File: config.mk
export PLATFORM = sky130hd
export DESIGN_NAME = pinbank_top
export DESIGN_NICKNAME = d
export VERILOG_FILES = /design/src/rtl/pinbank_pkg.sv /design/src/rtl/pinbank_regs.sv /design/src/rtl/pinbank_read.sv /design/src/rtl/pinbank_drive.sv /design/src/rtl/pinbank_top.sv
export SDC_FILE = /design/constraint.sdc
export NUM_CORES = 1
export LEC_CHECK = 0
export ABC_AREA = 0
export ABC_CLOCK_PERIOD_IN_PS = 1000
export BUFFER_PORTS_ARGS = -buffer_cell sky130_fd_sc_hd__buf_2
export CAP_MARGIN = 30
export CORE_MARGIN = 2
export CORE_UTILIZATION = 47
export CTS_CLUSTER_DIAMETER = 30
export CTS_CLUSTER_SIZE = 12
export DETAILED_ROUTE_END_ITERATION = 10
export GPL_TIMING_DRIVEN = 0
export HOLD_SLACK_MARGIN = 0.15
export PLACE_DENSITY = 0.82
export SYNTH_ARGS = -nofsm -noshare
export SYNTH_HDL_FRONTEND = slang
export SYNTH_HIERARCHICAL = 1
export SYNTH_SLANG_ARGS = --single-unit
File: constraint.sdc
create_clock -name clk -period 1 [get_ports clk]
set_input_delay 0.1 -clock clk [delete_from_list [all_inputs] [get_ports clk]]
set_output_delay 0.1 -clock clk [all_outputs]
set_load 0.1 [all_outputs]
File: src/rtl/pinbank_pkg.sv
// Package: shared constants and the register pointer encoding for the
// GPIO register bank. Assumes a two-bit pointer and byte-wide registers.
package pinbank_pkg;

    localparam int PORT_W = 8;

    typedef enum logic [1:0] {
        SEL_SNAP = 2'd0,
        SEL_OUTV = 2'd1,
        SEL_INVM = 2'd2,
        SEL_DIRM = 2'd3
    } reg_sel_e;

endpackage

File: src/rtl/pinbank_regs.sv
// Module: holds the output value, inversion mask and direction mask.
// Assumes single-cycle write strobes. Pointer 0 (snapshot) is read-only, so a
// write to it is dropped. Reset is synchronous and active low.
module pinbank_regs
    import pinbank_pkg::*;
#(
    parameter int          W       = PORT_W,
    parameter logic [W-1:0] OUT_RST = 8'h00,
    parameter logic [W-1:0] INV_RST = 8'hF0,
    parameter logic [W-1:0] DIR_RST = 8'hFF
) (
    input  logic         clk,
    input  logic         rst_n,
    input  logic [1:0]   sel,
    input  logic         wr_en,
    input  logic [W-1:0] wr_data,
    output logic [W-1:0] outv_q,
    output logic [W-1:0] invm_q,
    output logic [W-1:0] dirm_q
);

    // Update the three writable registers on a write strobe to their pointer.
    always_ff @(posedge clk) begin
        if (!rst_n) begin
            outv_q <= OUT_RST;
            invm_q <= INV_RST;
            dirm_q <= DIR_RST;
        end else if (wr_en) begin
            case (sel)
                SEL_OUTV: outv_q <= wr_data;
                SEL_INVM: invm_q <= wr_data;
                SEL_DIRM: dirm_q <= wr_data;
                default:  ;
            endcase
        end
    end

    // a write aimed at the read-only pointer leaves every register alone
    a_r4_snap_write_dropped: assert property (@(posedge clk) disable iff (!rst_n)
        (wr_en && sel == SEL_SNAP) |=> ($stable(outv_q) && $stable(invm_q) && $stable(dirm_q)));

endmodule

File: src/rtl/pinbank_read.sv
// Module: read path. Samples the pins on a read of pointer 0 and applies the
// inversion mask. The read register doubles as the input snapshot register.
// Assumes single-cycle read strobes. Data is valid the cycle after the strobe
// and holds until the next strobe.
module pinbank_read
    import pinbank_pkg::*;
#(
    parameter int W = PORT_W
) (
    input  logic         clk,
    input  logic         rst_n,
    input  logic [1:0]   sel,
    input  logic         rd_en,
    input  logic [W-1:0] pin_in,
    input  logic [W-1:0] outv_q,
    input  logic [W-1:0] invm_q,
    input  logic [W-1:0] dirm_q,
    output logic [W-1:0] rd_data
);

    logic [W-1:0] rd_next;

    // Select the byte the current pointer returns; only the snapshot is inverted.
    always_comb begin
        case (sel)
            SEL_SNAP: rd_next = pin_in ^ invm_q;
            SEL_OUTV: rd_next = outv_q;
            SEL_INVM: rd_next = invm_q;
            default:  rd_next = dirm_q;
        endcase
    end

    // Capture the selected byte only at a read strobe.
    always_ff @(posedge clk) begin
        if (!rst_n)
            rd_data <= '0;
        else if (rd_en)
            rd_data <= rd_next;
    end

    // an input read returns the sampled pins XOR the (unchanged) mask
    a_r7_snap_inverted: assert property (@(posedge clk) disable iff (!rst_n)
        (rd_en && sel == SEL_SNAP) |=> (rd_data == ($past(pin_in) ^ $past(invm_q))));

    // without a strobe the read data holds
    a_r9_rd_holds: assert property (@(posedge clk) disable iff (!rst_n)
        ($past(rst_n) && !$past(rd_en)) |-> $stable(rd_data));

endmodule

File: src/rtl/pinbank_drive.sv
// Module: per-line pin drive. OD_MASK picks the lines built as open-drain;
// those lines only pull low or release. All other lines are push-pull.
// Assumes direction bit 1 means input.
module pinbank_drive
    import pinbank_pkg::*;
#(
    parameter int           W       = PORT_W,
    parameter logic [W-1:0] OD_MASK = 8'h01
) (
    input  logic [W-1:0] outv_q,
    input  logic [W-1:0] dirm_q,
    output logic [W-1:0] pin_oe,
    output logic [W-1:0] pin_out
);

    // Build each line as open-drain or push-pull according to OD_MASK.
    for (genvar i = 0; i < W; i++) begin : g_line
        if (OD_MASK[i]) begin : g_od
            assign pin_oe[i]  = ~dirm_q[i] & ~outv_q[i];
            assign pin_out[i] = 1'b0;
        end else begin : g_pp
            assign pin_oe[i]  = ~dirm_q[i];
            assign pin_out[i] = outv_q[i];
        end
    end

endmodule

File: src/rtl/pinbank_top.sv
// Module: top of the GPIO register bank. Wires the register file, the read
// path and the pin drive together. Assumes the host holds the pointer stable
// during each strobe. Reset is synchronous and active low.
module pinbank_top
    import pinbank_pkg::*;
#(
    parameter int           W       = PORT_W,
    parameter logic [W-1:0] OUT_RST = 8'h00,
    parameter logic [W-1:0] INV_RST = 8'hF0,
    parameter logic [W-1:0] DIR_RST = 8'hFF,
    parameter logic [W-1:0] OD_MASK = 8'h01
) (
    input  logic         clk,
    input  logic         rst_n,
    input  logic [1:0]   reg_sel,
    input  logic         wr_en,
    input  logic [W-1:0] wr_data,
    input  logic         rd_en,
    output logic [W-1:0] rd_data,
    input  logic [W-1:0] pin_in,
    output logic [W-1:0] pin_oe,
    output logic [W-1:0] pin_out
);

    logic [W-1:0] outv_q;
    logic [W-1:0] invm_q;
    logic [W-1:0] dirm_q;

    pinbank_regs #(
        .W(W), .OUT_RST(OUT_RST), .INV_RST(INV_RST), .DIR_RST(DIR_RST)
    ) u_regs (
        .clk(clk), .rst_n(rst_n), .sel(reg_sel), .wr_en(wr_en), .wr_data(wr_data),
        .outv_q(outv_q), .invm_q(invm_q), .dirm_q(dirm_q)
    );

    pinbank_read #(.W(W)) u_read (
        .clk(clk), .rst_n(rst_n), .sel(reg_sel), .rd_en(rd_en), .pin_in(pin_in),
        .outv_q(outv_q), .invm_q(invm_q), .dirm_q(dirm_q), .rd_data(rd_data)
    );

    pinbank_drive #(.W(W), .OD_MASK(OD_MASK)) u_drive (
        .outv_q(outv_q), .dirm_q(dirm_q), .pin_oe(pin_oe), .pin_out(pin_out)
    );

    // line 0 never drives a high level
    a_r6_od_never_high: assert property (@(posedge clk) disable iff (!rst_n)
        pin_oe[0] |-> !pin_out[0]);

    // a direction write shows on the push-pull enables one cycle later
    a_r5_dir_to_oe: assert property (@(posedge clk) disable iff (!rst_n)
        (wr_en && reg_sel == SEL_DIRM) |=> (pin_oe[W-1:1] == ~$past(wr_data[W-1:1])));

    // reset releases every line and clears the read data
    a_r1_reset_state: assert property (@(posedge clk)
        !rst_n |=> (pin_oe == '0 && rd_data == '0));

endmodule

======== Word level (Yosys, flattened, before mapping) ========
Index checks and enable logic that the tools add are counted.
word-level totals
  flip-flop bits (word level) ............. 32
  output and inout bits ................... 24
  input port bits ......................... 22
  logic and storage cells ................. 23
operators by class
  bitwise logic cells ..................... 11
  mux-type cells .......................... 1
  reduce and logical (&&, ||, !) cells .... 4
  eq/ne operators ......................... 3
operator list
  operator                                              count
  one-hot mux 8 bit (3 select lines)                    1
  inverter 1 bit                                        9
  bitwise XOR 8 bit                                     1
  AND reduction 2 bit                                   3
  equality test 2 bit (second input constant)           2
  equality test 2 x 1 -> 1 bit (second input constant)  1
  zero test 2 bit                                       1
  bitwise AND 1 bit                                     1

======== Logic depth before layout (Yosys ltp) ========
Gate-level depths: netlist of run 1.
  depth after elaboration ................. 2
  gate-level depth with buffers ........... 5
  gate-level depth less buffers ........... 4

======== Hierarchy ========
Netlist of run 1, hierarchy kept.
modules (own cells, without submodules)
  module         area an instance (sq um)  seq. area each (sq um)  times used  cells an instance
  pinbank_regs   1,008.5                   480.5                   1           102
  pinbank_read   618.1                     160.2                   1           68
  pinbank_drive  93.8                      0.0                     1           17

======== Least setup slack after synthesis of run 1 ========
OpenSTA, ideal clock, no wires.
  path type ............................... register to output
  start ................................... register u_regs.outv_q[0]
  end ..................................... output pin_oe[0]
  path slack .............................. -0.661 ns
  buffers on the path ..................... 0
  stages on the path, launching flop included .. 2
  arrival time ............................ 1.561 ns
  cell sequence ........................... dfxtp_1 -> nor2_1
between the ends
  cells in the longest elaborated chain, start to end .. 2
RTL lines
  item                    line                 RTL
  start, declared         pinbank_regs.sv:17   output logic [W-1:0] outv_q,
  start signal, assigned  pinbank_regs.sv:30   SEL_OUTV: outv_q <= wr_data;
  inverter 1 bit          pinbank_drive.sv:19  assign pin_oe[i] = ~dirm_q[i] & ~outv_q[i];
  bitwise AND 1 bit       pinbank_drive.sv:19
  end, declared           pinbank_top.sv:21    output logic [W-1:0] pin_oe,
No other way between the ends.

======== Worst setup path in the final report of run 1 ========
  start ................................... register u_regs.dirm_q[0]
  end ..................................... output pin_oe[0]
between the ends
  cells in the longest elaborated chain, start to end .. 2
RTL lines
  item                    line                 RTL
  start, declared         pinbank_regs.sv:19   output logic [W-1:0] dirm_q
  start signal, assigned  pinbank_regs.sv:32   SEL_DIRM: dirm_q <= wr_data;
  inverter 1 bit          pinbank_drive.sv:19
  bitwise AND 1 bit       pinbank_drive.sv:19
No other way between the ends.

==> results of run 1 <==
[per-layer routing]
metal	global-route usage	wire length, um	vias up	part of all wire
li1	-	-	767	-
met1	0.293	1950	748	0.44
met2	0.366	2210	60	0.49
met3	0.0642	250	7	0.056
met4	0.0904	65	0	0.015
met5	0	0	-	0
[final timing paths]
check                    from                 to  slack (ns)  depth (start not counted)
max          u_regs/dirm_q[0]          pin_oe[0]       -0.08                          2
min                reg_sel[0]   u_regs/outv_q[1]        0.19                          3
max reg2reg  u_regs/outv_q[0]  u_read/rd_data[0]           0                          4
min reg2reg  u_regs/outv_q[5]   u_regs/outv_q[5]        0.48                          2
[worst max-delay path, cell delays in order, from the launching register on]
cell and delay [ns]:
sky130_fd_sc_hd__dfxtp_2 0.35, sky130_fd_sc_hd__nor2_4 0.12, sky130_fd_sc_hd__buf_12 0.18
[metrics by stage]
| stage | setup slack, ns | total power (W) |
|---|---|---|
| after floorplan | -0.209 | 0.00204 |
| after global placement | -0.0656 | 0.00219 |
| after detailed placement | -0.0911 | 0.00220 |
| after CTS | -0.0952 | 0.00321 |
| after global routing | -0.115 | 0.00337 |
| final | -0.0802 | 0.00323 |
[power groups by stage]
stage / sequential, W / clock, W / combinational [W]
after floorplan: 0.00157 / 0 / 0.000473
after global placement: 0.00141 / 0 / 0.000784
after detailed placement: 0.00141 / 0 / 0.000790
after CTS: 0.00140 / 0.000795 / 0.00101
after global routing: 0.00141 / 0.000885 / 0.00108
final: 0.00140 / 0.000787 / 0.00104
[flip-flops by register name, summed over array words and instances, names as in the netlist]
name and count:
u_regs/outv_q 8, u_regs/dirm_q 8, u_regs/invm_q 8, u_read/rd_data 8
[kinds of logic (layout without fill, tap and decap cells)]
logic type	after synthesis	in the layout	synth area share
buffers and inverters	33	103	0.122
other	1	1	0.00218
xor gates and xnor gates	2	2	0.0102
muxes	26	26	0.151
and+or+nand+nor	59	59	0.182
AOI/OAI and AO/OA	34	34	0.160
DFF	32	32	0.372
[repair_timing]
action                                  4_1_cts  5_1_grt
setup buffers                                 6        3
endpoints found under the setup margin       26       30
resized for setup                           124        6
pin swaps                                     5        7
endpoints found under the hold margin        32        0
hold buffers                                 11        0
[synthesized netlist by cell type]
master,count,share of area
sky130_fd_sc_hd__o211ai_1,8,0.035
sky130_fd_sc_hd__nand2_2,1,0.0036
sky130_fd_sc_hd__or2_2,2,0.0073
sky130_fd_sc_hd__nand2_1,26,0.057
sky130_fd_sc_hd__and2b_2,2,0.010
sky130_fd_sc_hd__conb_1,1,0.0022
sky130_fd_sc_hd__dfxtp_1,32,0.37
sky130_fd_sc_hd__nand2b_1,6,0.022
sky130_fd_sc_hd__and3_2,1,0.0044
sky130_fd_sc_hd__inv_2,1,0.0022
sky130_fd_sc_hd__nand3b_1,1,0.0044
sky130_fd_sc_hd__a21boi_2,6,0.039
sky130_fd_sc_hd__buf_6,6,0.039
sky130_fd_sc_hd__nor2_1,1,0.0022
sky130_fd_sc_hd__inv_1,11,0.024
sky130_fd_sc_hd__buf_2,6,0.017
sky130_fd_sc_hd__nor2b_1,12,0.044
sky130_fd_sc_hd__nand4_1,4,0.015
sky130_fd_sc_hd__o211a_1,2,0.012
sky130_fd_sc_hd__a211oi_1,6,0.026
sky130_fd_sc_hd__xnor2_1,2,0.010
sky130_fd_sc_hd__nand3_1,1,0.0029
sky130_fd_sc_hd__and3b_1,2,0.010
sky130_fd_sc_hd__buf_4,9,0.039
sky130_fd_sc_hd__o21ai_0,6,0.017
sky130_fd_sc_hd__mux2i_1,26,0.15
sky130_fd_sc_hd__a211o_1,6,0.031
[cell type report]
type | instances | area, um^2
plain buffers | 21 | 191
fillers | 234 | 771
repair buffers | 62 | 733
clock buffers | 8 | 58.8
well taps | 46 | 57.6
flip-flops and latches | 32 | 674
inverters | 12 | 47.5
multi-input cells | 122 | 882
==> flow_summary.yaml, run 1 <==
run:
  timing.max_cap.violations: 0
sta:
  drv_slew: 0
  grt_setup_unrepaired: "true"
  tcrit_tclk_final: 1.08
  hold_viol_final: 0
  finalWorstSetupSlack_ns: -0.0802
  skew_ns: 0.00407
  final_period_minus_worst_setup_slack_ns: 1.08
  whs_ns: 0.190
  fin_tns_setup_ns: -0.501
  maxClockFrequency_ghz: 0.926
  report.final.setup_viol: 16
cells_and_area:
  layout.cells.most_common_list: "sky130_fd_sc_hd__nand2_1, sky130_fd_sc_hd__mux2i_1, sky130_fd_sc_hd__buf_2"
  post_route_cells_drive_above_1_share: 0.482
  area.growth.synth_to_final_pct: 53.7
  nets: 278
  finish.instance_area_mm2: 0.00265
  n_antenna_cell: 0
  fin_cells: 303
  final_core_util: 0.774
placement:
  dpl-instance-area_mm2: 0.00200
  gpl.final_weighted_congestion: 0.843
  buffer_ports.inserted: 42
  dp_hpwl_um: 2740
  post-place-cells: 275
yosys:
  netlist-cell-type-count: 27
  yosys_register_bits: 32
  synth.yosys.warnings: 6
  net_count_of_the_mapped_netlist: 209
  synthCells: 187
  synth_area_per_cell_um2: 9.20
  synthesis.area_mm2: 0.00172
  fraction_of_the_yosys_area_taken_by_sequential_cells: 0.372
cts:
  numCtsBuffers: 5
  worst_skew_pair.late_latency_ns: 0.33
  clock-root-buffer: "sky130_fd_sc_hd__clkbuf_4"
  cts_max_path_buffers: 2
  cts_sinks: 32
  tritoncts: "built"
  cts-htree-levels: 2
  cts.reportedPaths.clkPinSlew_ns: 0.10
detailed_routing:
  wl_per_cell_um: 14.8
  firstDrtPassIters: 4
  antenna_left: 0
  dr_total_vias: 1582
  vias_per_inst: 5.22
  routed_wl_um: 4480
  post-route-drc-count: 0
  drtIter0Drc: 37
worst_setup_path:
  crit_path_start_kind: "flop"
  critPathCaptureType: "output pin"
  path_class: "reg -> out"
  cp.arrival_ns: 0.98
  timing.critical_path.fanout_max: 2
  required_time_at_the_worst_slack_endpoint_ns: 0.90
floorplanning:
  chip_width_um: 64.5
  die_area_mm2: 0.00416
  core_area_mm2: 0.00342
  die_height_um: 64.5
  top_level_ports: 46
  floorplan.initialDensity: 0.504
  floorplan_row_count: 21
power_and_ir_drop:
  seq_power_share: 0.435
  intPower_w: 0.00212
  total_switching_power_w: 0.00110
  power.combinational.fraction: 0.321
  clkPwrFrac: 0.244
  power_density_mw_per_mm2: 1220
  ir_drop_mv: 0.687
  cellLeakagePower_nw: 1.20
  swShare: 0.342
min_path:
  min-delay-path-class: "in -> reg"
global_routing:
  total_congestion_overflow: 0
  number_of_global_route_vias_before_repair: 1498
  grt_start_max_net_pins: 11
  initial_antenna_violation_count: 0
  grtUsageTotal: 0.229
  wire_length_of_the_first_global_routing_pass_um: 7310
outcome:
  status: "complete, but fails checks"
  violated_checks: "setup timing"
Note: power is estimated with default switching activity, not from simulation.
==> inputs of run 2 (changes only) <==
--- a/config.mk
+++ b/config.mk
@@ -9,8 +9,10 @@
 export ABC_CLOCK_PERIOD_IN_PS = 1000
 export BUFFER_PORTS_ARGS = -buffer_cell sky130_fd_sc_hd__buf_2
 export CAP_MARGIN = 30
+export CELL_PAD_IN_SITES_DETAIL_PLACEMENT = 1
+export CELL_PAD_IN_SITES_GLOBAL_PLACEMENT = 1
 export CORE_MARGIN = 2
-export CORE_UTILIZATION = 47
+export CORE_UTILIZATION = 35
 export CTS_CLUSTER_DIAMETER = 30
 export CTS_CLUSTER_SIZE = 12
 export DETAILED_ROUTE_END_ITERATION = 10
==> flow_summary.yaml, run 2 (synthesis gave the netlist of run 1 again) <==
sta:
  skew_ns: 0.00650
  grt_setup_unrepaired: "true"
  finalWorstSetupSlack_ns: -0.0281
  hold_viol_final: 0
  whs_ns: 0.149
  maxClockFrequency_ghz: 0.973
  drv_slew: 0
  final_period_minus_worst_setup_slack_ns: 1.03
  tcrit_tclk_final: 1.03
  report.final.setup_viol: 4
floorplanning:
  core_area_mm2: 0.00472
  top_level_ports: 46
  chip_width_um: 74.1
  die_area_mm2: 0.00549
  die_height_um: 74.1
  floorplan_row_count: 25
  floorplan.initialDensity: 0.364
cts:
  tritoncts: "built"
  cts_max_path_buffers: 2
  worst_skew_pair.late_latency_ns: 0.28
  clock-root-buffer: "sky130_fd_sc_hd__clkbuf_8"
  cts.reportedPaths.clkPinSlew_ns: 0.07
  numCtsBuffers: 5
  cts_sinks: 32
  cts-htree-levels: 2
detailed_routing:
  drtIter0Drc: 71
  dr_total_vias: 1562
  vias_per_inst: 5.01
  wl_per_cell_um: 16.9
  routed_wl_um: 5260
  antenna_left: 0
  post-route-drc-count: 0
  firstDrtPassIters: 4
global_routing:
  grtUsageTotal: 0.201
  initial_antenna_violation_count: 0
  grt_start_max_net_pins: 11
  total_congestion_overflow: 0
  number_of_global_route_vias_before_repair: 1658
  wire_length_of_the_first_global_routing_pass_um: 8180
placement:
  dp_hpwl_um: 3370
  preCtsSetupSlack_ns: -0.129
  gpl.final_weighted_congestion: 0.742
  buffer_ports.inserted: 42
  dpl-instance-area_mm2: 0.00203
worst_setup_path:
  regToRegStartpoint: "u_regs/outv_q[0]"
  required_time_at_the_worst_slack_endpoint_ns: 0.90
  r2r_end: "u_read/rd_data[0]"
  crit_path_start_kind: "flop"
  worst_setup_slack_for_register_to_register_paths_ns: 0.01
  timing.reg2reg.worst_path_depth: 4
  cp.arrival_ns: 0.93
  path_class: "reg -> out"
  timing.critical_path.fanout_max: 2
  critPathCaptureType: "output pin"
power_and_ir_drop:
  power.combinational.fraction: 0.281
  ir_drop_mv: 0.584
  total_switching_power_w: 0.00115
  power_density_mw_per_mm2: 1360
  cellLeakagePower_nw: 1.14
  seq_power_share: 0.403
  swShare: 0.331
  clkPwrFrac: 0.316
  intPower_w: 0.00232
  design_power_total_w: 0.00347
run:
  timing.max_cap.violations: 0
cells_and_area:
  nFillCells: 532
  layout.cells.most_common_list: "sky130_fd_sc_hd__nand2_1, sky130_fd_sc_hd__mux2i_1, sky130_fd_sc_hd__dfxtp_2"
  nets: 267
  area.growth.synth_to_final_pct: 47.9
  n_antenna_cell: 0
  post_route_cells_drive_above_1_share: 0.473
  finish.instance_area_mm2: 0.00254
min_path:
  timing.hold.worst_endpoint: "u_regs/dirm_q[1]"
  min-delay-path-class: "in -> reg"
  min-delay-start: "reg_sel[0]"
  min_path_cells: 3
outcome:
  status: "complete, but fails checks"
  violated_checks: "setup timing"
run 2: cell count changes in the layout (fill, tap and decap cells not counted), sizes merged:
| cell | delta |
|---|---|
| clkbuf | -1 |
| buf | -11 |
run 2: timing repair:
item                                    in CTS  in global routing
hold buffers                                11                  0
hold endpoints to repair                    24                  0
endpoints found under the setup margin      26                 24
pin swaps                                    1                  7
gates cloned                                 0                  0
gates resized for setup                     83                 28
buffers inserted                             1                  0
run 2: cell type report:
cell class	instances	area (um^2)	share of cell area
Multi-Input combinational cell	122	882	0.347
Timing Repair Buffer	54	603	0.237
Buffer	18	158	0.0619
Inverter	12	45.0	0.0177
Tap cell	67	83.8	0.0329
Sequential cell	32	677	0.266
Clock buffer	7	96.3	0.0379
run 2: per-layer routing:
| layer | wire, um | global-route usage | share of wire | vias to the layer above |
|---|---|---|---|---|
| met2 | 2700 | 0.356 | 0.51 | 44 |
| met5 | 0 | 0 | 0 | - |
| li1 | - | - | - | 741 |
| met3 | 214 | 0.0379 | 0.041 | 8 |
| met4 | 93 | 0.0626 | 0.018 | 0 |
| met1 | 2250 | 0.246 | 0.43 | 769 |
run 2: per-stage QoR:
step / util / std cells / setup TNS, ns
final: 0.539 / 312 / -0.0583
after global routing: 0.539 / 312 / -0.300
after CTS: 0.526 / 312 / -0.0507
after detailed placement: 0.429 / 296 / -1.91
after global placement: 0.429 / 296 / -1.15
after floorplan: - / 187 / -0.209
run 2: worst max path at each step:
| stage | startpoint | slack, ns | end | depth (start not counted) |
|---|---|---|---|---|
| finish | u_regs/dirm_q[0] | -0.03 | pin_oe[0] | 2 |
| global route | u_regs/outv_q[0] | -0.05 | u_read/rd_data[0] | 4 |
| CTS | u_regs/dirm_q[0] | -0.02 | pin_oe[0] | 2 |
| detailed placement | rst_n | -0.13 | u_regs/invm_q[4] | 5 |
| global placement | rst_n | -0.09 | u_regs/dirm_q[6] | 5 |
| floorplan | u_regs/outv_q[0] | -0.21 | pin_oe[0] | 1 |
run 2: power by group through the flow:
stage / Sequential, W / Combinational (W) / Clock [W]
after floorplan: 0.00157 / 0.000473 / 0
after global routing: 0.00141 / 0.00102 / 0.00116
after global placement: 0.00141 / 0.000792 / 0
after detailed placement: 0.00141 / 0.000805 / 0
final: 0.00140 / 0.000973 / 0.00110
after CTS: 0.00139 / 0.000942 / 0.00111
run 2: critical path, stage by stage (launching register included):
cell	delay, ns
sky130_fd_sc_hd__dfxtp_2	0.34
sky130_fd_sc_hd__nor2_4	0.13
sky130_fd_sc_hd__buf_12	0.18
==> inputs of run 3 (changes only) <==
--- a/config.mk
+++ b/config.mk
@@ -6,19 +6,20 @@
 export NUM_CORES = 1
 export LEC_CHECK = 0
 export ABC_AREA = 0
-export ABC_CLOCK_PERIOD_IN_PS = 1000
+export ABC_CLOCK_PERIOD_IN_PS = 1010
 export BUFFER_PORTS_ARGS = -buffer_cell sky130_fd_sc_hd__buf_2
 export CAP_MARGIN = 30
 export CELL_PAD_IN_SITES_DETAIL_PLACEMENT = 1
 export CELL_PAD_IN_SITES_GLOBAL_PLACEMENT = 1
 export CORE_MARGIN = 2
-export CORE_UTILIZATION = 35
+export CORE_UTILIZATION = 39
 export CTS_CLUSTER_DIAMETER = 30
 export CTS_CLUSTER_SIZE = 12
 export DETAILED_ROUTE_END_ITERATION = 10
 export GPL_TIMING_DRIVEN = 0
 export HOLD_SLACK_MARGIN = 0.15
-export PLACE_DENSITY = 0.82
+export PLACE_DENSITY = 0.86
+export SLEW_MARGIN = 20
 export SYNTH_ARGS = -nofsm -noshare
 export SYNTH_HDL_FRONTEND = slang
 export SYNTH_HIERARCHICAL = 1
==> constraint.sdc (replaced) <==
create_clock -name clk -period 1.01 [get_ports clk]
set_input_delay 0.101 -clock clk [delete_from_list [all_inputs] [get_ports clk]]
set_output_delay 0.101 -clock clk [all_outputs]
set_load 0.1 [all_outputs]
==> flow_summary.yaml, run 3 (synthesis gave the netlist of run 1 again) <==
outcome:
  status: "complete, but fails checks"
  violated_checks: "setup timing"
worst_setup_path:
  cp.arrival_ns: 1.28
  path_delay_family: "compound AO/OA/AOI/OAI gates"
  crit_path_start_kind: "flop"
  path_class: "reg -> reg"
  regToRegStartpoint: "u_regs/outv_q[0]"
  critical-path-max-stage-delay_ns: 0.36
  worst_setup_path_startpoint: "u_regs/outv_q[0]"
  timing.critical_path.fanout_max: 3
  critical_path.slowest_cell: "sky130_fd_sc_hd__dfxtp_4"
  critPathCaptureType: "flop"
  critical_path.n_buffers_inverters: 0
  worst_path_most_repeated_cell: "sky130_fd_sc_hd__o211ai_1"
  path_cells: "or2_4, o211ai_1, o211ai_1, o211a_1"
  required_time_at_the_worst_slack_endpoint_ns: 1.20
cells_and_area:
  area.growth.synth_to_final_pct: 49.6
  final_core_util: 0.599
  n_antenna_cell: 0
  nets: 268
  fin_cells: 299
  post_route_cells_drive_above_1_share: 0.494
  layout.cells.most_common_list: "sky130_fd_sc_hd__mux2i_1, sky130_fd_sc_hd__dfxtp_2, sky130_fd_sc_hd__buf_2"
detailed_routing:
  vias_per_inst: 5.37
  routed_wl_um: 5540
  dr_total_vias: 1605
  drtIter0Drc: 117
  antenna_left: 0
  firstDrtPassIters: 4
  post-route-drc-count: 0
  wl_per_cell_um: 18.5
global_routing:
  total_congestion_overflow: 0
  initial_antenna_violation_count: 0
  number_of_global_route_vias_before_repair: 1633
  grtUsageTotal: 0.220
  wire_length_of_the_first_global_routing_pass_um: 8490
  grt_start_max_net_pins: 11
sta:
  final_period_minus_worst_setup_slack_ns: 1.09
  maxClockFrequency_ghz: 0.918
  report.final.setup_viol: 3
  grt_setup_unrepaired: "true"
  finalWorstSetupSlack_ns: -0.0788
  drv_slew: 0
  tcrit_tclk_final: 1.08
  skew_ns: 0.00803
  hold_viol_final: 0
floorplanning:
  core_area_mm2: 0.00429
  floorplan_row_count: 24
  die_height_um: 70.4
  top_level_ports: 46
  floorplan.initialDensity: 0.401
  die_area_mm2: 0.00496
  chip_width_um: 70.4
power_and_ir_drop:
  power.combinational.fraction: 0.260
  swShare: 0.316
  cellLeakagePower_nw: 1.16
  power_density_mw_per_mm2: 1450
  ir_drop_mv: 1.22
  intPower_w: 0.00256
  design_power_total_w: 0.00374
  clkPwrFrac: 0.370
  seq_power_share: 0.369
  total_switching_power_w: 0.00118
cts:
  cts_sinks: 32
  cts-htree-levels: 2
  numCtsBuffers: 5
  clock-root-buffer: "sky130_fd_sc_hd__clkbuf_8"
  tritoncts: "built"
  worst_skew_pair.late_latency_ns: 0.29
  cts.reportedPaths.clkPinSlew_ns: 0.07
  cts_max_path_buffers: 2
run:
  timing.max_cap.violations: 0
placement:
  buffer_ports.inserted: 42
  preCtsSetupSlack_ns: -0.124
  gpl.final_weighted_congestion: 0.785
  post-place-cells: 281
  dp_hpwl_um: 3350
min_path:
  min-delay-start: "rst_n"
  min-delay-path-class: "in -> reg"
run 3: cell types whose count changed in the layout (fill, tap and decap cells not counted), sizes merged:
| cell | before | now |
|---|---|---|
| bufinv | 0 | 1 |
| buf | 61 | 63 |
| dlygate4sd3 | 11 | 10 |
run 3: worst register-to-register path, delay by kind of cell (launching register included):
kind / cells / cell delay [ns]
compound gates: 3 / 0.40
flops: 1 / 0.36
simple gates: 1 / 0.23
run 3: worst paths after layout:
path / to / slack, ns / cells past startpoint
hold / removal: u_read/rd_data[4] / 0.15 / 2
setup / recovery: u_read/rd_data[0] / -0.08 / 4
hold reg to reg: u_regs/invm_q[0] / 0.48 / 2
setup reg to reg: u_read/rd_data[0] / -0.08 / 4
run 3: power by group through the flow:
stage	clock network [W]	logic, W	registers [W]
detailed placement	0	0.000796	0.00140
global route	0.00147	0.00101	0.00139
global placement	0	0.000784	0.00139
finish	0.00139	0.000975	0.00138
floorplan	0	0.000469	0.00155
CTS	0.00140	0.000927	0.00138
run 3: area by class of cell:
class | instances | area, um^2
repair buffers | 55 | 608
inverters | 12 | 45.0
clock inverters | 1 | 30.0
plain buffers | 18 | 158
well taps | 52 | 65.1
flip-flops and latches | 32 | 684
clock buffers | 7 | 96.3
fillers | 470 | 1720
multi-input cells | 122 | 887
run 3: metal layers:
| layer | track usage | vias up | share of wire |
|---|---|---|---|
| met4 | 0.0705 | 0 | 0.0087 |
| met5 | 0 | - | 0 |
| met3 | 0.0447 | 4 | 0.043 |
| met2 | 0.360 | 48 | 0.51 |
| met1 | 0.290 | 810 | 0.43 |
| li1 | - | 743 | - |
run 3: per-stage QoR:
step                TNS [ns]  instance area [um^2]  hold WS (ns)
detailed placement     -1.62                  2010         0.372
global placement      -0.683                  2010         0.364
CTS                  -0.0674                  2490         0.152
finish                -0.105                  2570         0.147
floorplan             -0.200                  1730         0.242
global route          -0.376                  2570         0.144
run 3: repair_timing:
action	4_1_cts	5_1_grt
hold endpoints to repair	26	0
cloned	0	0
pin swaps	1	7
gates resized for setup	83	32
setup endpoints to repair	25	23
setup buffers	2	1
hold buffers	10	0
